File: src/rtl/eth_csr_pkg.sv
// Package: shared widths, bit weights and the decoded-command record for
// the grouped command/status register. Bit positions below are LSB-based
// indices of the 16-bit word (index 15 is the word's most significant bit).
package eth_csr_pkg;

    localparam int CSR_W   = 16;
    localparam int HOST_W  = CSR_W / 2;
    localparam int NUM_ERR = 3;
    localparam int NUM_STB = 6;

    // Group enables (active low)
    localparam int B_TX_EN  = 15;
    localparam int B_RX_EN  = 11;
    localparam int B_TST_EN = 7;

    // Transmitter group
    localparam int B_TX_ON  = 14;
    localparam int B_TX_EOP = 13;
    localparam int B_TX_CNT = 12;

    // Receiver group
    localparam int B_RX_ON   = 10;
    localparam int B_RX_WAIT = 9;   // active low

    // Test group
    localparam int B_LOOP   = 6;
    localparam int B_SSTEP  = 5;
    localparam int B_WAKED  = 4;
    localparam int B_BITCLK = 3;
    localparam int B_COLL   = 2;    // active low
    localparam int B_FORCE1 = 1;
    localparam int B_RPTCOL = 0;

    // Strobe vector indices
    localparam int S_EOP    = 0;
    localparam int S_CNT    = 1;
    localparam int S_RXWAIT = 2;
    localparam int S_BITCLK = 3;
    localparam int S_COLL   = 4;
    localparam int S_FORCE1 = 5;

    // Sticky error indices
    localparam int E_COLL   = 0;
    localparam int E_LATE   = 1;
    localparam int E_PARITY = 2;

    typedef struct packed {
        logic tx_we;
        logic tx_on;
        logic rx_we;
        logic rx_on;
        logic tst_we;
        logic loopback;
        logic sstep;
        logic wake_dis;
        logic rpt_coll;
        logic err_clr;
        logic [NUM_STB-1:0] stb_req;
    } csr_cmd_t;

    typedef struct packed {
        logic tx_on;
        logic rx_on;
        logic loopback;
        logic sstep;
        logic wake_dis;
        logic rpt_coll;
    } csr_mode_t;

endpackage

File: src/rtl/eth_csr_decode.sv
// Module: eth_csr_decode
// Purpose: combinational decode of one command word into per-group write
// enables, new level values, strobe requests and the sticky-error clear.
// Assumes: wr_en_i qualifies wr_data_i for exactly one cycle per write.
module eth_csr_decode
    import eth_csr_pkg::*;
(
    input  logic             wr_en_i,
    input  logic [CSR_W-1:0] wr_data_i,
    output csr_cmd_t         cmd_o
);

    logic tx_sel;
    logic rx_sel;
    logic tst_sel;

    // Group selects: a group is acted on only when its enable bit is 0
    always_comb begin
        tx_sel  = wr_en_i & ~wr_data_i[B_TX_EN];
        rx_sel  = wr_en_i & ~wr_data_i[B_RX_EN];
        tst_sel = wr_en_i & ~wr_data_i[B_TST_EN];
    end

    // Field extraction and strobe request formation
    always_comb begin
        cmd_o          = '0;
        cmd_o.tx_we    = tx_sel;
        cmd_o.tx_on    = wr_data_i[B_TX_ON];
        cmd_o.rx_we    = rx_sel;
        cmd_o.rx_on    = wr_data_i[B_RX_ON];
        cmd_o.tst_we   = tst_sel;
        cmd_o.loopback = wr_data_i[B_LOOP];
        cmd_o.sstep    = wr_data_i[B_SSTEP];
        cmd_o.wake_dis = wr_data_i[B_WAKED];
        cmd_o.rpt_coll = wr_data_i[B_RPTCOL];
        cmd_o.err_clr  = tx_sel & wr_data_i[B_TX_ON];

        cmd_o.stb_req[S_EOP]    = tx_sel & wr_data_i[B_TX_EOP];
        cmd_o.stb_req[S_CNT]    = tx_sel & wr_data_i[B_TX_CNT];
        cmd_o.stb_req[S_RXWAIT] = rx_sel & wr_data_i[B_RX_ON]
                                         & ~wr_data_i[B_RX_WAIT];
        cmd_o.stb_req[S_BITCLK] = tst_sel & wr_data_i[B_BITCLK]
                                          & wr_data_i[B_SSTEP];
        cmd_o.stb_req[S_COLL]   = tst_sel & ~wr_data_i[B_COLL];
        cmd_o.stb_req[S_FORCE1] = tst_sel & wr_data_i[B_FORCE1];
    end

endmodule

File: src/rtl/eth_csr_mode_regs.sv
// Module: eth_csr_mode_regs
// Purpose: holds the level mode state, updating each group only on its own
// select, and captures the host address while reset is asserted.
// Assumes: synchronous active-low reset; host pin is stable during reset.
module eth_csr_mode_regs
    import eth_csr_pkg::*;
(
    input  logic              clk,
    input  logic              rst_n,
    input  logic [HOST_W-1:0] host_addr_i,
    input  csr_cmd_t          cmd_i,
    output csr_mode_t         mode_o,
    output logic [HOST_W-1:0] host_o
);

    csr_mode_t         mode_q;
    logic [HOST_W-1:0] host_q;

    // Transmitter group state
    always_ff @(posedge clk) begin
        if (!rst_n)          mode_q.tx_on <= 1'b0;
        else if (cmd_i.tx_we) mode_q.tx_on <= cmd_i.tx_on;
    end

    // Receiver group state
    always_ff @(posedge clk) begin
        if (!rst_n)          mode_q.rx_on <= 1'b0;
        else if (cmd_i.rx_we) mode_q.rx_on <= cmd_i.rx_on;
    end

    // Test group level state
    always_ff @(posedge clk) begin
        if (!rst_n) begin
            mode_q.loopback <= 1'b0;
            mode_q.sstep    <= 1'b0;
            mode_q.wake_dis <= 1'b0;
            mode_q.rpt_coll <= 1'b0;
        end else if (cmd_i.tst_we) begin
            mode_q.loopback <= cmd_i.loopback;
            mode_q.sstep    <= cmd_i.sstep;
            mode_q.wake_dis <= cmd_i.wake_dis;
            mode_q.rpt_coll <= cmd_i.rpt_coll;
        end
    end

    // Host address: loaded during reset only, read-only afterwards
    always_ff @(posedge clk) begin
        if (!rst_n) host_q <= host_addr_i;
    end

    assign mode_o = mode_q;
    assign host_o = host_q;

endmodule

File: src/rtl/eth_csr_strobes.sv
// Module: eth_csr_strobes
// Purpose: registers each strobe request so it is high for the one cycle
// that follows the accepting write edge.
// Assumes: requests are already qualified by the write enable.
module eth_csr_strobes #(
    parameter int N = 6
) (
    input  logic         clk,
    input  logic         rst_n,
    input  logic [N-1:0] req_i,
    output logic [N-1:0] stb_o
);

    for (genvar g = 0; g < N; g++) begin : g_stb
        logic stb_q;
        // One-cycle pulse per request
        always_ff @(posedge clk) begin
            if (!rst_n) stb_q <= 1'b0;
            else        stb_q <= req_i[g];
        end
        assign stb_o[g] = stb_q;
    end

endmodule

File: src/rtl/eth_csr_sticky.sv
// Module: eth_csr_sticky
// Purpose: sticky error flags, set by datapath pulses and cleared by a
// transmitter-on command; a set pulse in the clearing cycle wins.
// Assumes: pulses are synchronous to clk.
module eth_csr_sticky #(
    parameter int N = 3
) (
    input  logic         clk,
    input  logic         rst_n,
    input  logic         clr_i,
    input  logic [N-1:0] set_i,
    output logic [N-1:0] flag_o
);

    for (genvar g = 0; g < N; g++) begin : g_flag
        logic flag_q;
        // Set has priority over clear
        always_ff @(posedge clk) begin
            if (!rst_n)        flag_q <= 1'b0;
            else if (set_i[g]) flag_q <= 1'b1;
            else if (clr_i)    flag_q <= 1'b0;
        end
        assign flag_o[g] = flag_q;
    end

endmodule

File: src/rtl/eth_csr.sv
// Module: eth_csr (top)
// Purpose: grouped command/status register of a packet network interface.
// One write may update transmitter, receiver and test groups selectively;
// reads return the host address above the status byte.
// Assumes: synchronous active-low reset; error inputs are one-cycle pulses.
module eth_csr
    import eth_csr_pkg::*;
#(
    parameter int HOST_BITS = HOST_W
) (
    input  logic                   clk,
    input  logic                   rst_n,
    input  logic [HOST_BITS-1:0]   host_addr_i,
    input  logic                   wr_en_i,
    input  logic [2*HOST_BITS-1:0] wr_data_i,
    input  logic                   tx_coll_i,
    input  logic                   tx_late_i,
    input  logic                   tx_parity_i,
    output logic [2*HOST_BITS-1:0] rd_data_o,
    output logic                   tx_on_o,
    output logic                   rx_on_o,
    output logic                   loopback_o,
    output logic                   single_step_o,
    output logic                   wake_dis_o,
    output logic                   rpt_coll_o,
    output logic                   eop_stb_o,
    output logic                   cntdn_stb_o,
    output logic                   rx_wait_stb_o,
    output logic                   bit_clk_stb_o,
    output logic                   force_coll_stb_o,
    output logic                   force_one_stb_o
);

    csr_cmd_t           cmd;
    csr_mode_t          mode;
    logic [HOST_W-1:0]  host;
    logic [NUM_STB-1:0] stb;
    logic [NUM_ERR-1:0] err_set;
    logic [NUM_ERR-1:0] err;

    eth_csr_decode u_dec (
        .wr_en_i   (wr_en_i),
        .wr_data_i (wr_data_i),
        .cmd_o     (cmd)
    );

    eth_csr_mode_regs u_mode (
        .clk         (clk),
        .rst_n       (rst_n),
        .host_addr_i (host_addr_i),
        .cmd_i       (cmd),
        .mode_o      (mode),
        .host_o      (host)
    );

    eth_csr_strobes #(.N(NUM_STB)) u_stb (
        .clk   (clk),
        .rst_n (rst_n),
        .req_i (cmd.stb_req),
        .stb_o (stb)
    );

    // Error pulse vector assembly
    always_comb begin
        err_set           = '0;
        err_set[E_COLL]   = tx_coll_i;
        err_set[E_LATE]   = tx_late_i;
        err_set[E_PARITY] = tx_parity_i;
    end

    eth_csr_sticky #(.N(NUM_ERR)) u_err (
        .clk    (clk),
        .rst_n  (rst_n),
        .clr_i  (cmd.err_clr),
        .set_i  (err_set),
        .flag_o (err)
    );

    // Read word: host address over the status byte
    always_comb begin
        rd_data_o = {host, mode.rx_on, mode.tx_on, mode.loopback, err[E_COLL],
                     mode.wake_dis, err[E_LATE], mode.sstep, err[E_PARITY]};
    end

    assign tx_on_o          = mode.tx_on;
    assign rx_on_o          = mode.rx_on;
    assign loopback_o       = mode.loopback;
    assign single_step_o    = mode.sstep;
    assign wake_dis_o       = mode.wake_dis;
    assign rpt_coll_o       = mode.rpt_coll;
    assign eop_stb_o        = stb[S_EOP];
    assign cntdn_stb_o      = stb[S_CNT];
    assign rx_wait_stb_o    = stb[S_RXWAIT];
    assign bit_clk_stb_o    = stb[S_BITCLK];
    assign force_coll_stb_o = stb[S_COLL];
    assign force_one_stb_o  = stb[S_FORCE1];

endmodule

File: config.mk
export PLATFORM = sky130hd
export DESIGN_NAME = eth_csr
export DESIGN_NICKNAME = d
export VERILOG_FILES = /design/src/rtl/eth_csr_pkg.sv /design/src/rtl/eth_csr_decode.sv /design/src/rtl/eth_csr_mode_regs.sv /design/src/rtl/eth_csr_strobes.sv /design/src/rtl/eth_csr_sticky.sv /design/src/rtl/eth_csr.sv
export SDC_FILE = /design/constraint.sdc
export NUM_CORES = 1
export LEC_CHECK = 0
export BUFFER_PORTS_ARGS = -buffer_cell sky130_fd_sc_hd__buf_2
export CAP_MARGIN = 20
export CORE_ASPECT_RATIO = 1.25
export CORE_UTILIZATION = 39
export CTS_CLUSTER_DIAMETER = 100
export CTS_CLUSTER_SIZE = 20
export DETAILED_ROUTE_END_ITERATION = 6
export PLACE_DENSITY_LB_ADDON = 0.05
export SYNTH_ARGS = -nofsm -noshare
export SYNTH_HDL_FRONTEND = slang
export SYNTH_SLANG_ARGS = --single-unit
File: constraint.sdc
create_clock -name clk -period 1.1 [get_ports clk]
set_input_delay 0.22 -clock clk [delete_from_list [all_inputs] [get_ports clk]]
set_output_delay 0.22 -clock clk [all_outputs]
set_load 0.05 [all_outputs]
==> out/qor.txt, run 1 <==
status - finished, violations left
violated checks - DRC, setup timing
crit path cell chain - buf_6
RSZ-0062 raised after global routing - true
peak supply drop - 857 uV
die height - 54.1 um
share of layout cells above drive strength 1 - 56.6%
CTS tree - yes
Worst slew margin - 77.1%
Slew @ Worst Pin - 0.343 ns
Remaining DRCs - 5
First-pass DRT Iterations - 5
GRT Total Usage - 13.5%
Peak Freq - 898 MHz
Fin. Hold Viols - 0
Net Count, Synth - 102
drt wl/cell - 11.5 um
Synth Instances - 72
Clock Root Buffer - clkbuf_4
DR vias - 661
Worst R2R Path Depth - 2
Buf+Inv Stages, Crit Path - 1
CTS sink cnt - 23
clock latency on the worst-skew pair - 0.30 ns
Max Slew Vio Count - 0
Num CTS Buffers - 3
reg-to-reg critical path startpoint - u_err.g_flag[2].flag_q
Final GP Congestion - 0.650
crit path max fanout - 1
fin worst setup slack - -0.0133 ns
Buffers on Ports - 56
Worst Setup End Kind - output port
core footprint - 0.00200 sq mm
syn avg cell area - 11.8 sq um
FP Rows - 18
gr ovfl total - 0
Hold Startpoint - wr_data_i[9]
max_cap viols - 0
flop-to-flop setup slack - 0.43 ns
vias in the first global route - 530
fin crit period - 1.11 ns
diodes inserted - 0
hold depth - 2
routed vias/inst - 4.65
critical path's slowest cell - edfxtp_1
synthesis warning total - 0
WP data required - 0.88 ns
Setup Total Neg Slack - -0.0138 ns
Yosys top cell area share - 35.4%
WP data arrival - 0.89 ns
io pins - 58
post-CTS setup buffer count - 0
largest net degree at the start of global routing - 18
initial antenna violation count - 0
Final ANT Viol Nets - 0
DIE AREA - 0.00237 sq mm
crit start category - register
Leak - 0.613 nW
Post-Route WL - 1630 um
largest cells by area after synthesis - dfxtp_1, edfxtp_1, buf_4
period utilization - 101%
Post-DP HPWL - 1170 um
CTS clk-pin slew, worst paths - 0.13 ns
Critical R2R Capture - u_err.g_flag[2].flag_q
Clock Path Buffers - 2
detailed router's first-iteration violation count - 7
htree depth - 1
Mapped Area - 848 sq um
Crit. path cell count - 1
Die Span X - 43.7 um
top cell type by total area after synthesis - dfxtp_1
post-synthesis sequential area ratio - 63.7%
first-pass GRT wire length - 2230 um
setup violators final - 2
final core utilization - 63.4%
Setup Skew - 0 ns
Initial Util - 42.3%
Setup WS pre-CTS - 0.149 ns
Setup CP Type - reg -> out
Yosys reg bits - 23
pwr dens - 1400 mW/mm^2
CP peak stage delay - 0.42 ns
delay-heaviest family, CP - flip-flops
Netlist cell types - 16
DP Cell Count - 138
NumNets Final - 153
Non-Filler Instances - 142
hold endpoint - u_stb.g_stb[2].stb_q
hold crit path type - in -> reg
synthesis-to-layout area growth - 49.7%
sequential cells by signal (all words and copies together) (netlist names):
register / count
u_mode.mode_o: 6
u_stb.g_stb.stb_q: 6
u_mode.host_o: 8
u_err.g_flag.flag_q: 3
synth_stat cells:
cell / n
o21ai_0: 4
o21ai_1: 1
nor3b_2: 1
buf_4: 9
nor2b_1: 1
and3_1: 3
nand2_1: 10
inv_1: 5
and2b_1: 2
nor2_1: 2
a31oi_1: 3
buf_6: 2
mux2i_1: 4
dfxtp_1: 15
nand4b_1: 2
edfxtp_1: 8
layout make-up:
type	instances	area [sq um]
Sequential cell	23	552
Inverter	5	18.8
Fill cell	177	734
Multi-Input combinational cell	33	199
Clock buffer	3	22.5
Tap cell	20	25.0
Timing Repair Buffer	57	448
Clock inverter	1	5.00
placed cells by master, fill, tap and decap left out:
cell type and instances:
mux2i_1 4, o21ai_0 4, buf_6 20, nand2_1 10, nor2b_1 1, dfxtp_4 1
nand4b_1 2, nor3b_2 1, o21ai_1 1, inv_1 5, edfxtp_1 8, dfxtp_1 8
buf_4 7, dfxtp_2 6, and3_1 3, clkbuf_4 3, buf_8 2, nor2_1 2
and2b_1 2, buf_2 28, a31oi_1 3, clkinv_2 1
routing by layer:
| metal | vias up | wire length, um | GRT usage [%] |
|---|---|---|---|
| met3 | 2 | 127 | 2.68 |
| li1 | 332 | - | - |
| met4 | 0 | 13 | 9.38 |
| met1 | 299 | 600 | 14.4 |
| met5 | - | 0 | 0 |
| met2 | 28 | 888 | 23.6 |
cell families after synthesis:
family / Yosys count / share of synthesized area (%)
flip-flops: 23 / 63.7
AND/OR/NAND/NOR: 21 / 13.6
buffers and inverters: 16 / 12.8
AO/OA/AOI/OAI: 8 / 5.16
multiplexers: 4 / 4.72
repair_timing:
item                       CTS  global route
hold buffers                 0             0
pin swaps                    0             0
resized for setup           34            23
setup endpoints to repair   28            22
where the power goes:
group / switching [mW] / internal [mW] / leakage [nW] / total (mW)
sequential: 0.0292 / 0.932 / 0.204 / 0.961
combinational: 0.273 / 0.164 / 0.391 / 0.437
clock: 0.251 / 0.136 / 0.0177 / 0.386
worst max path at each step:
| stage | end | from |
|---|---|---|
| floorplan | rd_data_o[3] | u_mode.mode_o[1] |
| global placement | u_mode.host_o[2] | rst_n |
| detailed placement | u_mode.host_o[2] | rst_n |
| CTS | rd_data_o[1] | u_mode.mode_o[2] |
| global route | rd_data_o[15] | u_mode.host_o[7] |
| finish | rd_data_o[15] | u_mode.host_o[7] |
through the flow:
step / total power, mW / hold WS [ns] / instance area [sq um]
2_1_floorplan: 1.26 / 0.290 / 855
3_3_place_gp: 1.33 / 0.379 / 1080
3_5_place_dp: 1.34 / 0.378 / 1080
4_1_cts: 1.78 / 0.0327 / 1200
5_1_grt: 1.86 / 0.0440 / 1270
6_report: 1.78 / 0.0468 / 1270
No activity file was read; power rests on OpenSTA's default activity.
==> inputs of run 2 (changes only) <==
--- a/constraint.sdc
+++ b/constraint.sdc
@@ -3,2 +3,2 @@
 set_output_delay 0.22 -clock clk [all_outputs]
-set_load 0.05 [all_outputs]
+set_load 0.005 [all_outputs]
==> run 2 against run 1 <==
The run ends with DRC left; hold slack improved by 0.013 ns; via count fell by 2.7%; critical path depth did not move; register-to-register slack barely moved; utilization fell by 8.6 points; critical endpoint is now rd_data_o[10].
==> out/qor.txt, run 2 (synthesized netlist as in run 1, its figures left out) <==
status - finished, violations left (unchanged)
violated checks - DRC (was DRC, setup timing)
post-CTS setup buffer count - 0 (unchanged)
post-CTS sizing - 0 (was 34)
Setup WS pre-CTS - 0.141 ns (was 0.149 ns)
CTS sink cnt - 23 (unchanged)
First-pass DRT Iterations - 6 (was 5)
Peak Freq - 970 MHz (was 898 MHz)
detailed router's first-iteration violation count - 10 (was 7)
Worst Setup End Kind - output port (unchanged)
Clock Root Buffer - clkbuf_4 (unchanged)
RSZ-0062 raised after global routing - false (was true)
delay-heaviest family, CP - flip-flops (unchanged)
Buffers on Ports - 56 (unchanged)
core footprint - 0.00200 sq mm (unchanged)
WP data arrival - 0.81 ns (was 0.89 ns)
max reg flops - 8 (unchanged)
area of the multi-input gates - 199 sq um (unchanged)
GRT Total Usage - 12.5% (was 13.5%)
die height - 54.1 um (unchanged)
Worst slew margin - 77.3% (was 77.1%)
Setup Total Neg Slack - 0 ns (was -0.0138 ns)
pwr dens - 1350 mW/mm^2 (was 1400 mW/mm^2)
fin crit period - 1.03 ns (was 1.11 ns)
synthesis-to-layout area growth - 29.4% (was 49.7%)
DR vias - 643 (was 661)
Leak - 0.574 nW (was 0.613 nW)
routed vias/inst - 4.53 (was 4.65)
Final GP Congestion - 0.642 (was 0.650)
FP Rows - 18 (unchanged)
Die Span X - 43.7 um (unchanged)
hold crit path type - in -> reg (unchanged)
period utilization - 93.7% (was 101%)
Setup CP Type - reg -> out (unchanged)
Setup Skew - 0 ns (unchanged)
CTS clk-pin slew, worst paths - 0.11 ns (was 0.13 ns)
crit path cell chain - buf_2 (was buf_6)
share of layout cells above drive strength 1 - 50.0% (was 56.6%)
Slew @ Worst Pin - 0.340 ns (was 0.343 ns)
final core utilization - 54.7% (was 63.4%)
post-route design area - 0.00110 sq mm (was 0.00127 sq mm)
first-pass GRT wire length - 2080 um (was 2230 um)
Clock Path Buffers - 2 (unchanged)
Max Slew Vio Count - 0 (unchanged)
initial antenna violation count - 0 (unchanged)
WP data required - 0.88 ns (about the same)
fin worst setup slack - 0.0690 ns (was -0.0133 ns)
DIE AREA - 0.00237 sq mm (unchanged)
setup violators final - 0 (was 2)
NumNets Final - 153 (unchanged)
drt wl/cell - 10.6 um (was 11.5 um)
peak supply drop - 807 uV (was 857 uV)
diodes inserted - 0 (unchanged)
Initial Util - 42.3% (unchanged)
Fin. Hold Viols - 0 (unchanged)
gr ovfl total - 0 (unchanged)
crit start category - register (unchanged)
io pins - 58 (unchanged)
Post-Route WL - 1500 um (was 1630 um)
CTS tree - yes (unchanged)
Num CTS Buffers - 3 (unchanged)
crit path max fanout - 1 (unchanged)
clock latency on the worst-skew pair - 0.29 ns (was 0.30 ns)
CP peak stage delay - 0.38 ns (was 0.42 ns)
Buf+Inv Stages, Crit Path - 1 (unchanged)
Post-DP HPWL - 1180 um (was 1170 um)
max_cap viols - 0 (unchanged)
largest net degree at the start of global routing - 19 (was 18)
vias in the first global route - 505 (was 530)
Register Area - 541 sq um (was 552 sq um)
htree depth - 1 (unchanged)
DP Area - 0.00107 sq mm (was 0.00108 sq mm)
most common cell after layout, fill and taps aside - buf_2 (unchanged)
Remaining DRCs - 5 (unchanged)
Filler cells - 203 (was 177)
critical path's slowest cell - edfxtp_1 (unchanged)
Final ANT Viol Nets - 0 (unchanged)
highest-count cells in the layout ignoring fill and taps - buf_2, dfxtp_1, nand2_1 (was buf_2, buf_6, nand2_1)
Hold Buf Count CTS - 0 (unchanged)
[run 2: changes by cell type in the layout (fill, tap and decap cells not counted), sizes merged]
| cell | previous run | this run |
|---|---|---|
| clkinv | 1 | 0 |
| clkbuf | 3 | 4 |
[run 2: metrics by stage]
step	instances	hold WS, ns	power (mW)
finish	142	0.0595	1.48
global route	142	0.0473	1.56
CTS	142	0.0434	1.51
detailed placement	138	0.382	1.14
global placement	138	0.378	1.13
floorplan	72	0.290	1.06
[run 2: report_power, final]
group          total, mW  switching (mW)  internal (mW)
logic              0.171          0.0768         0.0946
registers          0.945          0.0162          0.929
clock network      0.366           0.225          0.141
total               1.48           0.318           1.16
[run 2: final timing paths]
| check | start | endpoint | slack, ns | cells after the start |
|---|---|---|---|---|
| max | u_mode.host_o[2] | rd_data_o[10] | 0.07 | 1 |
| min | wr_data_i[9] | u_stb.g_stb[2].stb_q | 0.06 | 2 |
| max reg2reg | u_err.g_flag[0].flag_q | u_err.g_flag[0].flag_q | 0.44 | 2 |
| min reg2reg | u_mode.mode_o[2] | u_mode.mode_o[2] | 0.47 | 2 |
[run 2: per-layer routing]
metal	GRT usage [%]	part of all wire [%]
met5	0	0
met4	9.38	0.87
met3	3.69	9.3
met2	20.9	52
met1	13.2	38
[run 2: final cells by class]
type                       count  area share [%]
multi-input combinational     33            18.1
clock buffer                   4            2.39
tap                           20            2.28
timing repair buffer          57            26.2
inverter                       5            1.71
sequential                    23            49.3
